`config.mk`:
```
export PLATFORM = sky130hd
export DESIGN_NAME = edge_count_unit
export DESIGN_NICKNAME = d
export VERILOG_FILES = /design/src/rtl/ecu_pkg.sv /design/src/rtl/ecu_filter.sv /design/src/rtl/ecu_step.sv /design/src/rtl/ecu_accum.sv /design/src/rtl/edge_count_unit.sv
export SDC_FILE = /design/constraint.sdc
export NUM_CORES = 1
export LEC_CHECK = 0
export CORE_ASPECT_RATIO = 0.6
export CORE_MARGIN = 2
export CORE_UTILIZATION = 45
export CTS_BUF_LIST = sky130_fd_sc_hd__clkbuf_4 sky130_fd_sc_hd__clkbuf_8 sky130_fd_sc_hd__clkbuf_16
export CTS_CLUSTER_DIAMETER = 120
export DETAILED_ROUTE_END_ITERATION = 8
export DONT_BUFFER_PORTS = 1
export SYNTH_ARGS = -nofsm -noshare
export SYNTH_HDL_FRONTEND = slang
export SYNTH_HIERARCHICAL = 1
export SYNTH_SLANG_ARGS = --single-unit
export TNS_END_PERCENT = 20
```
`constraint.sdc`:
```
create_clock -name clk -period 12.54 [get_ports clk]
set_input_delay 0 -clock clk [delete_from_list [all_inputs] [get_ports clk]]
set_output_delay 0 -clock clk [all_outputs]
set_load 0.05 [all_outputs]
```
`src/rtl/ecu_pkg.sv`:
```
package ecu_pkg;

    typedef enum logic [4:0] {
        M_OFF    = 5'b00000,
        M_QUAD   = 5'b01011,
        M_AHI    = 5'b01100,
        M_ARISE  = 5'b01101,
        M_LVL    = 5'b01110,
        M_EDGE   = 5'b01111,
        M_CLKDIR = 5'b11111
    } count_mode_e;

    typedef logic signed [1:0] step_t;

    localparam step_t STEP_UP   = 2'sb01;
    localparam step_t STEP_DOWN = 2'sb11;
    localparam step_t STEP_NONE = 2'sb00;

    function automatic logic mode_supported(input logic [4:0] m);
        case (m)
            M_QUAD, M_AHI, M_ARISE, M_LVL, M_EDGE, M_CLKDIR: mode_supported = 1'b1;
            default:                                           mode_supported = 1'b0;
        endcase
    endfunction

endpackage

```
`src/rtl/ecu_filter.sv`:
```
module ecu_filter #(
    parameter int TAPS       = 3,
    parameter int RATE_SHIFT = 3
) (
    input  logic       clk,
    input  logic       rst_n,
    input  logic [2:0] sel,
    input  logic       din,
    output logic       dout
);
    localparam int PRE_W = 3 * RATE_SHIFT;

    typedef struct packed {
        logic             raw;
        logic [TAPS-1:0]  hist;
        logic             out;
        logic [PRE_W-1:0] pre;
    } filt_st_t;

    filt_st_t st_q, st_d;
    logic             bypass;
    logic             tick;
    logic [PRE_W-1:0] mask;

    always_comb begin
        bypass = ~sel[2];
        mask   = PRE_W'((32'd1 << (RATE_SHIFT * int'(sel[1:0]))) - 32'd1);
        tick   = bypass || ((st_q.pre & mask) == '0);
        st_d       = st_q;
        st_d.raw   = din;
        st_d.pre   = st_q.pre + 1'b1;
        if (tick) begin
            st_d.hist = {st_q.hist[TAPS-2:0], st_q.raw};
        end
        if (bypass) begin
            st_d.out = st_q.raw;
        end else if (tick) begin
            if (&st_d.hist)       st_d.out = 1'b1;
            else if (~|st_d.hist) st_d.out = 1'b0;
        end
    end

    always_ff @(posedge clk or negedge rst_n) begin
        if (!rst_n) st_q <= '0;
        else        st_q <= st_d;
    end

    assign dout = bypass ? st_q.raw : st_q.out;


    filter_agree_chk: assert property (@(posedge clk) disable iff (!rst_n)
        (!$past(bypass) && $changed(st_q.out)) |-> (st_q.hist == {TAPS{st_q.out}}));

endmodule

```
`src/rtl/ecu_step.sv`:
```
module ecu_step
    import ecu_pkg::*;
(
    input  logic       clk,
    input  logic       rst_n,
    input  logic [4:0] mode,
    input  logic       a,
    input  logic       b,
    output step_t      step
);
    typedef struct packed {
        logic prev_a;
        logic prev_b;
    } step_st_t;

    step_st_t st_q, st_d;
    logic rise_a, rise_b;

    function automatic step_t updown(input logic inc, input logic dec);
        case ({inc, dec})
            2'b10:   updown = STEP_UP;
            2'b01:   updown = STEP_DOWN;
            default: updown = STEP_NONE;
        endcase
    endfunction

    always_comb begin
        st_d.prev_a = a;
        st_d.prev_b = b;
        rise_a = a & ~st_q.prev_a;
        rise_b = b & ~st_q.prev_b;
        step   = STEP_NONE;
        case (mode)
            M_QUAD: begin
                case ({st_q.prev_a, st_q.prev_b, a, b})
                    4'b0010, 4'b1011, 4'b1101, 4'b0100: step = STEP_UP;
                    4'b0001, 4'b0111, 4'b1110, 4'b1000: step = STEP_DOWN;
                    default:                            step = STEP_NONE;
                endcase
            end
            M_AHI:    step = updown(a, 1'b0);
            M_ARISE:  step = updown(rise_a, 1'b0);
            M_LVL:    step = updown(a, b);
            M_EDGE:   step = updown(rise_a, rise_b);
            M_CLKDIR: step = updown(rise_a & ~b, rise_a & b);
            default:  step = STEP_NONE;
        endcase
    end

    always_ff @(posedge clk or negedge rst_n) begin
        if (!rst_n) st_q <= '0;
        else        st_q <= st_d;
    end


    quad_jump_chk: assert property (@(posedge clk) disable iff (!rst_n)
        (mode == M_QUAD && a != st_q.prev_a && b != st_q.prev_b) |-> (step == STEP_NONE));


    clkdir_edge_chk: assert property (@(posedge clk) disable iff (!rst_n)
        (mode == M_CLKDIR && !(a && !st_q.prev_a)) |-> (step == STEP_NONE));

endmodule

```
`src/rtl/ecu_accum.sv`:
```
module ecu_accum
    import ecu_pkg::*;
#(
    parameter int CNT_W = 32
) (
    input  logic             clk,
    input  logic             rst_n,
    input  logic             enable,
    input  logic [4:0]       mode,
    input  step_t            step,
    input  logic [CNT_W-1:0] win_len,
    input  logic             ack,
    output logic [CNT_W-1:0] result,
    output logic             flag
);
    typedef struct packed {
        logic [CNT_W-1:0] acc;
        logic [CNT_W-1:0] timer;
        logic [CNT_W-1:0] res;
        logic             flag;
        logic [4:0]       mode;
    } acc_st_t;

    acc_st_t st_q, st_d;
    logic [CNT_W-1:0] step_ext;
    logic [CNT_W-1:0] sum;
    logic             win_end;

    always_comb begin
        step_ext = {{(CNT_W-2){step[1]}}, step};
        sum      = st_q.acc + step_ext;
        win_end  = (st_q.timer >= win_len - 1'b1);
        st_d      = st_q;
        st_d.mode = mode;
        st_d.flag = st_q.flag & ~ack;
        if (!enable) begin
            st_d.acc   = '0;
            st_d.timer = '0;
            st_d.flag  = 1'b0;
            st_d.res   = step_ext;
        end else if (mode != st_q.mode || !mode_supported(mode)) begin
            st_d.acc   = '0;
            st_d.timer = '0;
            st_d.flag  = 1'b0;
            st_d.res   = '0;
        end else if (win_len == '0) begin
            st_d.acc   = sum;
            st_d.timer = '0;
            st_d.res   = sum;
            if (step != STEP_NONE) st_d.flag = 1'b1;
        end else if (win_end) begin
            st_d.acc   = '0;
            st_d.timer = '0;
            st_d.res   = sum;
            st_d.flag  = 1'b1;
        end else begin
            st_d.acc   = sum;
            st_d.timer = st_q.timer + 1'b1;
        end
    end

    always_ff @(posedge clk or negedge rst_n) begin
        if (!rst_n) st_q <= '0;
        else        st_q <= st_d;
    end

    assign result = st_q.res;
    assign flag   = st_q.flag;


    zero_flag_chk: assert property (@(posedge clk) disable iff (!rst_n)
        !enable |=> !flag);


    zero_value_chk: assert property (@(posedge clk) disable iff (!rst_n)
        !enable |=> (result == '0 || result == CNT_W'(1) || result == '1));


    flag_hold_chk: assert property (@(posedge clk) disable iff (!rst_n)
        (flag && !ack && enable && mode == st_q.mode) |=> flag);


    win_bound_chk: assert property (@(posedge clk) disable iff (!rst_n)
        (enable && win_len != '0 && $stable(win_len)) |-> (st_q.timer < win_len));


    bad_mode_chk: assert property (@(posedge clk) disable iff (!rst_n)
        !mode_supported(mode) |=> (result == '0 && !flag));

endmodule

```
`src/rtl/edge_count_unit.sv`:
```
module edge_count_unit
    import ecu_pkg::*;
#(
    parameter int CNT_W      = 32,
    parameter int TAPS       = 3,
    parameter int RATE_SHIFT = 3
) (
    input  logic             clk,
    input  logic             rst_n,
    input  logic             enable,
    input  logic             in_a,
    input  logic             in_b,
    input  logic [4:0]       mode,
    input  logic [2:0]       filt_sel,
    input  logic [CNT_W-1:0] win_len,
    input  logic             ack,
    output logic [CNT_W-1:0] result,
    output logic             flag
);
    localparam int N_IN = 2;

    logic [N_IN-1:0] raw_in;
    logic [N_IN-1:0] clean_in;
    step_t           step;

    assign raw_in = {in_b, in_a};

    for (genvar gi = 0; gi < N_IN; gi++) begin : g_filt
        ecu_filter #(
            .TAPS       (TAPS),
            .RATE_SHIFT (RATE_SHIFT)
        ) filt_i (
            .clk   (clk),
            .rst_n (rst_n),
            .sel   (filt_sel),
            .din   (raw_in[gi]),
            .dout  (clean_in[gi])
        );
    end

    ecu_step step_i (
        .clk   (clk),
        .rst_n (rst_n),
        .mode  (mode),
        .a     (clean_in[0]),
        .b     (clean_in[1]),
        .step  (step)
    );

    ecu_accum #(
        .CNT_W (CNT_W)
    ) accum_i (
        .clk     (clk),
        .rst_n   (rst_n),
        .enable  (enable),
        .mode    (mode),
        .step    (step),
        .win_len (win_len),
        .ack     (ack),
        .result  (result),
        .flag    (flag)
    );

endmodule

```
* Word level (Yosys, flattened, before mapping)
Memories as Yosys holds them, arrays and structs flattened.
Cells that the tools add are included.
** Storage, ports and cells
- Bits in registers :: 132
- Bits in read-only memories :: 32
- Logic and storage cells :: 96
- Memories kept :: 1
** Operators by class
- $add $sub $neg :: 6
- Multiply operators :: 1
- Order comparisons :: 1
- Equality and inequality tests :: 18
- Shift operators :: 1
- Multiplexer cells :: 26
- Bitwise logic cells :: 12
- Reduce and logical (&&, ||, !) cells :: 15
** Memories
- (no name shown) :: depth 16, width 2, read ports 1, clocked after Yosys merged registers in 0, write ports 0, line ecu_step.sv:35 : case ({st_q.prev_a, st_q.prev_b, a, b})
** Operator list (count)
- $mux W97 :: 3
- $mux W64 :: 1
- $mux W33 :: 1
- $add A32 B1 Y32 const B :: 1
- $add A32 B32 Y32 :: 1
- $ge A32 B32 Y1 :: 1
- $logic_not A32 Y1 :: 1
- $shl A1 B32 Y9 const A :: 1
- $sub A32 B1 Y32 const B :: 1
- $eq A5 B4 Y1 const B :: 5
- $add A9 B1 Y9 const B :: 2
- $and A9 B9 Y9 :: 2
- $logic_not A9 Y1 :: 2
- $mux W1 :: 15
- $pmux W2 S2 :: 3
- $pmux W2 S6 :: 1
- $sub A9 B1 Y9 const B :: 1
- $eq A2 B1 Y1 const B :: 3
- $eq A2 B2 Y1 const B :: 3
- $mux W3 :: 2
- $ne A3 B2 Y1 const B :: 2
- $reduce_and A3 Y1 :: 2
- $reduce_or A3 Y1 :: 2
- $reduce_or A6 Y1 :: 1
- 11 further kinds :: 23

* Logic depth before layout (Yosys ltp)
- Depth in word-level cells :: 12
- Depth in mapped cells :: 20
- Mapped depth without buffers :: 20

* Cells and area by module
Netlist, hierarchy kept.
** By module, submodules not included
- ecu_accum :: times used 1, cells each 797, area each 7225.7 um^2, sequential area each 2552.4 um^2
- ecu_filter :: times used 2, cells each 53, area each 638.1 um^2, sequential area each 325.3 um^2
- ecu_step :: times used 1, cells each 33, area each 294.0 um^2, sequential area each 50.0 um^2

* Worst setup path after synthesis
Ideal clock, no wire load.
- Kind :: register to register
- Start :: reg g_filt[0].filt_i/st_q[13] (netlist name)
- End :: reg accum_i.st_q, in the netlist accum_i/result[29]
- Library setup time :: 90 ps
- Data arrival time :: 5182 ps
- Data required time :: 12450 ps
- Slack :: 7268 ps
- Cell stages (with the launch flop) :: 17
- Clock period less this slack :: 5272 ps
- Path through :: dfrtp_1 > inv_1 > o21ai_0 > nand2b_1 > or2_2 > o211ai_1 > ha_1 > clkbuf_1 > a21o_1 > a21o_1 > a2111oi_0 > o21ai_1 > a31oi_4 > o21ai_0 > a21oi_1 > a21boi_0 > o221ai_1
** On the way
- Word-level cells in the longest chain between the ends :: 11
** RTL lines
- start: declaration :: line ecu_filter.sv:20 : filt_st_t st_q, st_d;
- start signal: assignment :: line ecu_filter.sv:45 : else st_q <= st_d;
- $mux W1 (*) :: line ecu_filter.sv:48 : assign dout = bypass ? st_q.raw : st_q.out;
- net clean_in[0] :: line edge_count_unit.sv:23 : logic [N_IN-1:0] clean_in;
- $and A1 B1 Y1 :: line ecu_step.sv:30 : rise_a = a & ~st_q.prev_a;
- $and A1 B1 Y1 :: line ecu_step.sv:45 : M_CLKDIR: step = updown(rise_a & ~b, rise_a & b);
- $eq A2 B1 Y1 / $eq A2 B2 Y1 (equally long branches) :: line ecu_step.sv:20 : case ({inc, dec})
- $pmux W2 S2 :: line ecu_step.sv:20
- $pmux W2 S6 (*) :: line ecu_step.sv:33 : case (mode)
- net step[1] :: line edge_count_unit.sv:24 : step_t step;
- $add A32 B32 Y32 :: line ecu_accum.sv:31 : sum = st_q.acc + step_ext;
- $mux W33 :: line ecu_accum.sv:51 : end else if (win_end) begin
- $mux W97 :: line ecu_accum.sv:46 : end else if (win_len == '0) begin
- $mux W97 :: line ecu_accum.sv:41 : end else if (mode != st_q.mode || !mode_supported(mode)) begin
- $mux W97 (*) :: line ecu_accum.sv:36 : if (!enable) begin
- end signal: assignment :: line ecu_accum.sv:64 : else st_q <= st_d;
- end: declaration :: line ecu_accum.sv:24 : acc_st_t st_q, st_d;
The timed path passes the listed nets; every way through them passes the cells marked *. The select of a mux whose other input is x is not followed.
A chain may end at the register's enable or synchronous reset.

* Worst setup path after layout
- Start :: reg g_filt[1].filt_i/st_q[13] (netlist name)
- End :: reg accum_i.st_q, in the netlist accum_i/result[29]
** On the way
- Word-level cells in the longest chain between the ends :: 11
** RTL lines (line)
- start: declaration :: ecu_filter.sv:20
- start signal: assignment :: ecu_filter.sv:45
- $mux W1 (*) :: ecu_filter.sv:48
- net clean_in[1] :: edge_count_unit.sv:23
- $not A1 Y1 :: ecu_step.sv:45
- $and A1 B1 Y1 :: ecu_step.sv:45
- $eq A2 B1 Y1 / $eq A2 B2 Y1 (equally long branches) :: ecu_step.sv:20
- $pmux W2 S2 :: ecu_step.sv:20
- $pmux W2 S6 (*) :: ecu_step.sv:33
- net step[1] :: edge_count_unit.sv:24
- $add A32 B32 Y32 :: ecu_accum.sv:31
- $mux W33 :: ecu_accum.sv:51
- $mux W97 :: ecu_accum.sv:46
- $mux W97 :: ecu_accum.sv:41
- $mux W97 (*) :: ecu_accum.sv:36
Marks and branches as above.

==> metrics.md <==
| Metric | Value |
|---|---|
| Worst-Margin Slew | 1.17 ns |
| Syn Inst Count | 936 |
| Critical path type | flop to flop |
| Commonest non-fill, non-tap cell in the layout | dfrtp_1 |
| Synth warn | 6 |
| Setup Skew | 0.00795 ns |
| Peak supply drop | 85.5 uV |
| Final hold vios | 0 |
| Deepest clock path buffer count | 2 |
| #FFs+latches synth | 130 |
| H-tree lvl count | 4 |
| Area grow syn2layout | 9.17% |
| Die area | 0.0207 sq mm |
| FMAX | 0.193 GHz |
| Power, Total | 1.03 mW |
| Die height | 112 um |
| Initial antenna violation count | 0 |
| DRC errors left | 0 |
| ANT cells | 0 |
| Initial Util | 46.1% |
| First-pass GRT wire length | 32.6 mm |
| CP Capture Type | flop |
| Unrepaired setup endpoints after global routing | no |
| LEAKAGE | 4.32 nW |
| Worst-Skew Late Latency | 0.42 ns |
| Core Util, Final | 50.3% |
| CTS tree | built |
| Slew headroom | 21.9% |
| DP HPWL | 13.8 mm |
| CP startpoint kind | flop |
| Top cells by area, synth | dfrtp_1 (37%), ha_1 (11%), xor2_1 (5.7%), xnor2_1 (4.8%), nor2_1 (4.3%) |
| Power Density | 107 mW/mm^2 |
| IO Port Bufs | 0 |
| Die W | 184 um |
| Cell taking the most area after synthesis | dfrtp_1 |
| Worst EP required | 12.86 ns |
| Fin crit share | 41.2% |
| Final Max Slew Viols | 0 |
| Clock period minus worst slack | 5.17 ns |
| Max-cap violation count | 0 |
| Top FF cell, synth | dfrtp_1 |
| CTS Sinks | 130 |
| Syn nets | 1058 |
| Post-synth top area share | 37.0% |
| Final nets | 1042 |
| Iteration-0 DRC Markers | 397 |
| Vias | 6479 |
| Largest net degree at the start of global routing | 131 |
| Post-DR vias/cell | 5.40 |
| Final Setup Violations | 0 |
| CTS-repair resized insts | 0 |
| I/O Pins | 79 |
| Worst-path clk slew | 0.06 ns |
| Row cnt | 39 |
| Count of different cell masters after synthesis | 75 |
| Num CTS Buffers | 17 |
| Layout cells sized above 1 | 7.18% |
| Worst min-delay path category | primary input to flop |
| Async SR Flop Fraction | 100% |
| Post-Syn Area per Cell | 9.40 sq um |
| Vias in the first global route | 6182 |
| Share of the yosys chip area belonging to registers | 37.0% |
| Worst slack, placed | 7.30 ns |
| Fill cells | 1736 |
| Most frequent cells in the layout | dfrtp_1 (130), nor2_1 (101), nand2_1 (96), ha_1 (75), xor2_1 (57) |
| Number of synthesized flops with an enable pin | 0 |
| First drt pass iteration count | 5 |
| Final setup margin | 7.37 ns |
| Crit path DAT | 5.49 ns |
| Post-DR wirelength/cell | 16.3 um |
| Setup TNS | 0 ns |
| GRT overflow | 0 |
| Routed Antenna Nets | 0 |
| Status | complete, no violations |
| Post-Syn Area | 0.00880 sq mm |
| Critical Path Fanout Max | 35 |
| Core Area | 0.0191 sq mm |
| WL final | 19.5 mm |
| Tot GR Track Use | 19.9% |
| Placed instance count | 1147 |
| Layout Cells excl Fill | 1199 |
| Clock Tree Root | clkbuf_16 |
| Final RePlAce weighted congestion | 0.845 |
[power breakdown]
part	internal (mW)	total [mW]	switching (mW)	leakage, nW
registers	0.426	0.437	0.0109	1.75
clock network	0.320	0.520	0.199	0.294
logic	0.0300	0.0696	0.0396	2.28
[cell families (layout without fill, tap and decap cells)]
group	Yosys count	after routing	share of synthesized area (%)
buffers and inverters	91	88	5.73
AO/OA/AOI/OAI	181	181	14.8
multiplexers	21	21	2.63
adder cells (fa/ha/maj)	76	76	10.9
XOR/XNOR	105	105	10.5
flip-flops	130	130	37.0
AND/OR/NAND/NOR	332	332	18.5
[critical path: stages (launching register included)]
cell and delay, ns:
dfrtp_1 0.35, inv_1 0.06, o21ai_0 0.50, inv_1 0.18, ha_1 0.22, mux4_1 0.50, nand2_1 0.08, o211ai_1 0.08
buf_4 0.28, ha_1 0.45, a21oi_1 0.20, o21ai_0 0.12, a2111oi_0 0.71, o21ai_1 0.26, a31oi_4 0.29, o21ai_0 0.21
a21oi_1 0.27, a21boi_0 0.12, o221ai_1 0.18
[flip-flops by register name (all words and copies together) (netlist names)]
name                count
accum_i/flag            1
step_i/st_q             2
accum_i/result         32
accum_i/st_q           69
g_filt.filt_i/st_q     26
[area by class of cell]
type	count	area, sq um	area share, %
flip-flops and latches	130	3250	33.9
multi-input cells	715	5040	52.5
clock inverters	14	179	1.86
inverters	34	128	1.33
well taps	266	333	3.47
clock buffers	18	439	4.57
repair buffers	22	233	2.42
[final timing paths]
kind	from	endpoint	slack (ns)	depth (start not counted)
max reg2reg	g_filt[1].filt_i/st_q[13]	accum_i/result[29]	7.37	18
max in group asynchronous	rst_n	accum_i/st_q[87]	11.81	2
min reg2reg	g_filt[0].filt_i/st_q[4]	g_filt[0].filt_i/st_q[4]	0.50	1
max	g_filt[1].filt_i/st_q[13]	accum_i/result[29]	7.37	18
min	win_len[30]	accum_i/st_q[80]	0.01	4
min in group asynchronous	rst_n	g_filt[1].filt_i/st_q[6]	0.18	2
[repair_timing]
item,4_1_cts,5_1_grt
buffers inserted,0,0
hold buffers,20,0
hold endpoints to repair,151,0
[through the flow]
step                      cell area (sq um)  hold WS (ns)
after floorplan                        8800        -0.296
after global placement                 8770        -0.292
after detailed placement               8770        -0.292
after CTS                              9600       0.00690
after global routing                   9600        0.0158
final                                  9600        0.0148
[synth_stat cells (10+ instances only)]
library cell	count
dfrtp_1	130
nor2_1	101
nand2_1	96
ha_1	75
xor2_1	57
a21oi_1	50
xnor2_1	48
o21ai_0	38
inv_1	34
buf_4	33
nand3_1	28
a21o_1	24
nand4_1	17
mux2i_1	16
nor3_1	16
clkbuf_1	12
and4_1	10
o211ai_1	10
[metal layers]
metal | global-route usage [%] | vias to the layer above | share of wire, %
met1 | 31.4 | 3117 | 54
met2 | 27.1 | 105 | 41
met3 | 4.96 | 12 | 4.2
li1 | - | 3245 | -
met5 | 0 | - | 0
met4 | 4.11 | 0 | 0.70
Power figures use the tool's default switching activity.
